`src/rtl/sha1_sched_pkg.sv`:
```
// Shared types and helpers for the SHA-1 schedule generator.
// Assumes 32-bit words throughout.
package sha1_sched_pkg;
    localparam int WORD_W = 32;
    typedef logic [WORD_W-1:0] word_t;

    // Rotate a word left by one bit position.
    function automatic word_t rotl1(input word_t x);
        return {x[WORD_W-2:0], x[WORD_W-1]};
    endfunction
endpackage

```
`src/rtl/sha1_sched_window.sv`:
```
// Sixteen-word sliding window of schedule words.
// Position 0 holds the word currently presented, position N_WORDS-1 the newest.
// A load fills the window from the block (word 0 in the top bits). An advance
// drops position 0 and appends the next expanded word at the top.
// Assumes load and advance are never both acted upon (load wins).
module sha1_sched_window
    import sha1_sched_pkg::*;
#(
    parameter int N_WORDS = 16,
    parameter int TAP_A   = 13,
    parameter int TAP_B   = 8,
    parameter int TAP_C   = 2,
    parameter int TAP_D   = 0,
    localparam int BLK_W  = N_WORDS * WORD_W
) (
    input  logic             clk,
    input  logic             rst_n,
    input  logic             load_i,
    input  logic [BLK_W-1:0] block_i,
    input  logic             adv_i,
    output word_t            head_o
);
    word_t win_q [N_WORDS];
    word_t next_word;

    // Form the next expanded word from the four tap positions.
    always_comb begin
        next_word = rotl1(win_q[TAP_A] ^ win_q[TAP_B] ^ win_q[TAP_C] ^ win_q[TAP_D]);
    end

    // Per-slot storage: load from the block, or shift toward position 0.
    for (genvar k = 0; k < N_WORDS; k++) begin : g_slot
        always_ff @(posedge clk) begin
            if (!rst_n) begin
                win_q[k] <= '0;
            end else if (load_i) begin
                win_q[k] <= block_i[(N_WORDS-1-k)*WORD_W +: WORD_W];
            end else if (adv_i) begin
                if (k == N_WORDS-1) win_q[k] <= next_word;
                else                win_q[k] <= win_q[(k+1) % N_WORDS];
            end
        end
    end

    assign head_o = win_q[0];
endmodule

```
`src/rtl/sha1_sched_ctrl.sv`:
```
// Round index and activity control for the schedule generator.
// Tracks whether a block is in progress, counts accepted steps and pulses
// done for one cycle after the last step. A load restarts unconditionally.
module sha1_sched_ctrl #(
    parameter int N_STEPS = 80,
    localparam int IDX_W  = $clog2(N_STEPS)
) (
    input  logic             clk,
    input  logic             rst_n,
    input  logic             load_i,
    input  logic             step_i,
    output logic             adv_o,
    output logic             active_o,
    output logic [IDX_W-1:0] idx_o,
    output logic             done_o
);
    localparam logic [IDX_W-1:0] LAST_IDX = IDX_W'(N_STEPS - 1);

    logic at_last;

    // A step is accepted only while active and not overridden by a load.
    always_comb begin
        adv_o   = step_i && active_o && !load_i;
        at_last = (idx_o == LAST_IDX);
    end

    // Index, activity flag and completion pulse.
    always_ff @(posedge clk) begin
        if (!rst_n) begin
            active_o <= 1'b0;
            idx_o    <= '0;
            done_o   <= 1'b0;
        end else if (load_i) begin
            active_o <= 1'b1;
            idx_o    <= '0;
            done_o   <= 1'b0;
        end else if (adv_o) begin
            if (at_last) begin
                active_o <= 1'b0;
                idx_o    <= '0;
                done_o   <= 1'b1;
            end else begin
                idx_o    <= idx_o + 1'b1;
                done_o   <= 1'b0;
            end
        end else begin
            done_o <= 1'b0;
        end
    end
endmodule

```
`src/rtl/sha1_sched_gen.sv`:
```
// SHA-1 message schedule generator, top level.
// Presents schedule words W0..W(N_STEPS-1) one per accepted step after a
// block load. Assumes the round controller consumes w_o in the cycle it
// raises step_i. Output word is forced to zero while idle.
module sha1_sched_gen
    import sha1_sched_pkg::*;
#(
    parameter int N_WORDS = 16,
    parameter int N_STEPS = 80,
    localparam int IDX_W  = $clog2(N_STEPS),
    localparam int BLK_W  = N_WORDS * WORD_W
) (
    input  logic               clk,
    input  logic               rst_n,
    input  logic               load_i,
    input  logic [BLK_W-1:0]   block_i,
    input  logic               step_i,
    output logic [WORD_W-1:0]  w_o,
    output logic [IDX_W-1:0]   idx_o,
    output logic               valid_o,
    output logic               done_o
);
    logic  adv;
    logic  active;
    word_t head;

    sha1_sched_ctrl #(.N_STEPS(N_STEPS)) ctrl_i (
        .clk      (clk),
        .rst_n    (rst_n),
        .load_i   (load_i),
        .step_i   (step_i),
        .adv_o    (adv),
        .active_o (active),
        .idx_o    (idx_o),
        .done_o   (done_o)
    );

    sha1_sched_window #(
        .N_WORDS (N_WORDS),
        .TAP_A   (N_WORDS - 3),
        .TAP_B   (N_WORDS - 8),
        .TAP_C   (N_WORDS - 14),
        .TAP_D   (0)
    ) window_i (
        .clk     (clk),
        .rst_n   (rst_n),
        .load_i  (load_i),
        .block_i (block_i),
        .adv_i   (adv),
        .head_o  (head)
    );

    // Gate the word with the activity flag.
    always_comb begin
        valid_o = active;
        w_o     = active ? head : '0;
    end
endmodule

```
`config.mk`:
```
export PLATFORM = sky130hd
export DESIGN_NAME = sha1_sched_gen
export DESIGN_NICKNAME = d
export VERILOG_FILES = /design/src/rtl/sha1_sched_pkg.sv /design/src/rtl/sha1_sched_window.sv /design/src/rtl/sha1_sched_ctrl.sv /design/src/rtl/sha1_sched_gen.sv
export SDC_FILE = /design/constraint.sdc
export NUM_CORES = 1
export LEC_CHECK = 0
export BUFFER_PORTS_ARGS = -buffer_cell sky130_fd_sc_hd__buf_2
export CAP_MARGIN = 0
export CORE_ASPECT_RATIO = 0.9
export CORE_UTILIZATION = 45
export DETAILED_ROUTE_END_ITERATION = 6
export PLACE_DENSITY = 0.69
export SKIP_CTS_REPAIR_TIMING = 1
export SLEW_MARGIN = 40
export SYNTH_ARGS = -nofsm -noshare
export SYNTH_HDL_FRONTEND = slang
export SYNTH_SLANG_ARGS = --single-unit
```
`constraint.sdc`:
```
create_clock -name clk -period 31.4 [get_ports clk]
set_clock_uncertainty 0.2 [all_clocks]
set_input_delay 6.28 -clock clk [delete_from_list [all_inputs] [get_ports clk]]
set_output_delay 6.28 -clock clk [all_outputs]
set_load 0.01 [all_outputs]
```
==> reports/summary.txt <==
Status = finished clean
P per Cell Area = 60.5 mW/mm^2
Xor and xnor area share after synthesis = 3.82%
Area Overhead vs Synth = 21.5%
Warnings from Yosys = 0
Post-route design area = 0.0270 sq mm
Drt total wl = 62,300 um
First-pass GRT wire length = 87,300 um
VDD IR max = 0.0405 mV
Net Sw Power = 0.000370 W
MaxCap Viol Count = 0
Final hold viol count = 0
Crit path kind = in2reg
Clk_lat worst skew = 0.58 ns
FMAX = 0.103 GHz
Crit-path cells = buf_2, nand2b_1, nor2_4, buf_12, buf_6, buf_6, buf_6, a22o_1
Cells after Synth = 1,325
Actual slew at the worst max-slew pin = 0.841 ns
RSZ-0062 raised after global routing = no
Post-route minimum period = 9.68 ns
CTS tree = yes
Final Slew Violations = 0
Initial core utilization = 46.1%
Synthesis-stage register bit count = 521
Initial antenna violation count = 36
Sum Neg Setup Slack = 0 ns
Area of the core = 0.0483 sq mm
Uppermost layer routed = met5
Clock Power Share = 39.2%
# DRC = 0
Comb power frac = 8.6%
Area share of fa/ha/maj cells after synthesis = 0.0562%
CP max stage delay = 0.62 ns
TritonRoute pass-1 iters = 5
Via Count = 14,396
R2r startpoint = ctrl_i.active_o$_SDFFE_PN0P_
Met1 WL = 27,900 um
Worst Setup SP = load_i
Clock root buffer = clkbuf_16
Sequential area share after synthesis = 69.9%
CP required = 31.64 ns
Drt wl/cell = 24.7 um
Syn Nets = 1,842
Clock transition at path regs = 0.06 ns
Met2 WL = 27,300 um
Multiplexer area fraction after synthesis = 0%
CTS Buf Count = 53
Data arrival, critical path = 9.92 ns
CP Capture Type = flip-flop
Post-route ant nets = 0
Commonest non-fill, non-tap cell in the layout = buf_2
Kind of start point of the critical path = input port
Post-Place Cells = 2,402
Die area = 0.0503 sq mm
Die width = 236 um
Final period utilization = 30.8%
Hold Path Origin = ctrl_i.idx_o[1]$_SDFFE_PP0P_
First DRT Iteration DRCs = 1,365
Sw Ratio = 22.6%
Worst-case clock buffer depth = 3
Cell internal pwr = 0.00127 W
Most frequent cells in the layout = buf_2 (556), a22o_1 (512), edfxtp_1 (512)
Leakage power total = 11.2 nW
Slew HR = 43.5%
Post-synthesis instance area = 0.0222 sq mm
HPWL after DPL = 44,000 um
Clock Sink Count = 521
Worst path slowest cell = buf_6
Fillcell total = 3,876
Critical Path Most Common Cell = buf_6
Critical path fanouts, max = 96
Final core occ = 56.0%
Die height = 213 um
Row count = 76
Compound-Gate Fraction of Synth Area = 20.6%
Synth Area in Simple Gates = 1.69%
Min Hold Slack = 0.317 ns
GR Overflow Total = 0
Share of layout cells above drive strength 1 = 35.1%
Gp weighted congestion = 0.894
Largest family of logic cells by synthesized area = compound AO/OA/AOI/OAI gates
DP Area = 0.0251 sq mm
Final setup violation count = 0
I/O Buffers = 556
Largest net degree at the start of global routing = 198
Netlist cell types = 31
I/O pin total = 557
Synth Area per Inst = 16.8 sq um
Number of global-route vias before repair = 13,886
Hold Crit Class = reg2reg
Met3 routed WL = 5660 um
H-tree Lvls = 2
Overall Global Routing Usage = 23.7%
Finished Layout Cells = 2,520
Vias per cell = 5.71
Reg power frac = 52.2%
Nets = 2,354
power by group through the flow:
stage                     Combinational, W  Sequential [W]  Clock (W)
after CTS                         0.000139        0.000854   0.000649
after global placement            0.000134        0.000867          0
after global routing              0.000150        0.000859   0.000674
final                             0.000140        0.000854   0.000641
after detailed placement          0.000138        0.000868          0
after floorplan                  0.0000785        0.000872          0
critical path: cells and delay by family:
family,cells,cell delay [ns]
AO/OA/AOI/OAI,1,0.25
buffers and inverters,5,2.31
AND/OR/NAND/NOR,2,0.86
registers in the layout, indices dropped and copies added (netlist names):
register and cells:
window_i.win_q 512, ctrl_i.idx_o 7, ctrl_i.active_o 1, ctrl_i.done_o 1
cells in the mapped netlist:
cell type,instances,area share [%]
a22o_1,512,20
edfxtp_1,512,69
xnor2_1,64,2.5
buf_2,53,1.2
buf_6,45,2.3
and2_1,33,0.93
xor2_1,33,1.3
clkbuf_1,11,0.19
buf_4,9,0.30
dfxtp_1,9,0.81
a21oi_1,5,0.11
nand3_1,5,0.11
o21ai_0,5,0.11
nand2_1,4,0.067
nand2b_1,4,0.11
a31oi_1,2,0.056
and3_1,2,0.056
nor2_1,2,0.034
nor2b_1,2,0.056
or3_1,2,0.056
a211o_1,1,0.039
a21o_1,1,0.034
ha_1,1,0.056
nand2_2,1,0.028
nand3b_2,1,0.051
nand4_1,1,0.028
nor2_4,1,0.051
nor3b_1,1,0.034
o311ai_0,1,0.039
or4_1,1,0.034
or4b_1,1,0.045
per-stage QoR:
step                      worst slack, ns  power, W
after floorplan                     12.10  0.000950
after global placement              19.95   0.00100
after detailed placement            20.85   0.00101
after CTS                           21.46   0.00164
after global routing                21.55   0.00168
final                               21.72   0.00164
per-layer routing:
metal,GRT usage (%),up-vias
met3,7.32,122
met2,34.7,634
li1,-,6557
met4,6.07,34
met5,0,-
met1,34.3,7049
layout make-up:
| class | instances | area, sq um | area share [%] |
|---|---|---|---|
| sequential | 521 | 15600 | 57.5 |
| multi-input combinational | 686 | 5840 | 21.6 |
| timing repair buffer | 575 | 3080 | 11.4 |
| clock buffer | 59 | 1350 | 4.99 |
| tap | 624 | 781 | 2.89 |
| clock inverter | 38 | 388 | 1.43 |
| antenna | 17 | 42.5 | 0.157 |
logic make-up after synthesis:
logic type | count (synthesis)
AOI/OAI and AO/OA | 527
xor gates and xnor gates | 97
adders and majority gates | 1
buffers and inverters | 118
DFF | 521
and+or+nand+nor | 61
final timing paths:
kind,end,slack [ns],cells after the start
worst max-delay path,window_i.win_q[7][3]$_DFFE_PP_,21.72,8
worst min-delay path,ctrl_i.idx_o[1]$_SDFFE_PP0P_,0.32,2
worst max register to register,window_i.win_q[7][3]$_DFFE_PP_,26.81,7
worst min register to register,ctrl_i.idx_o[1]$_SDFFE_PP0P_,0.32,2
Power figures use the tool's default switching activity.
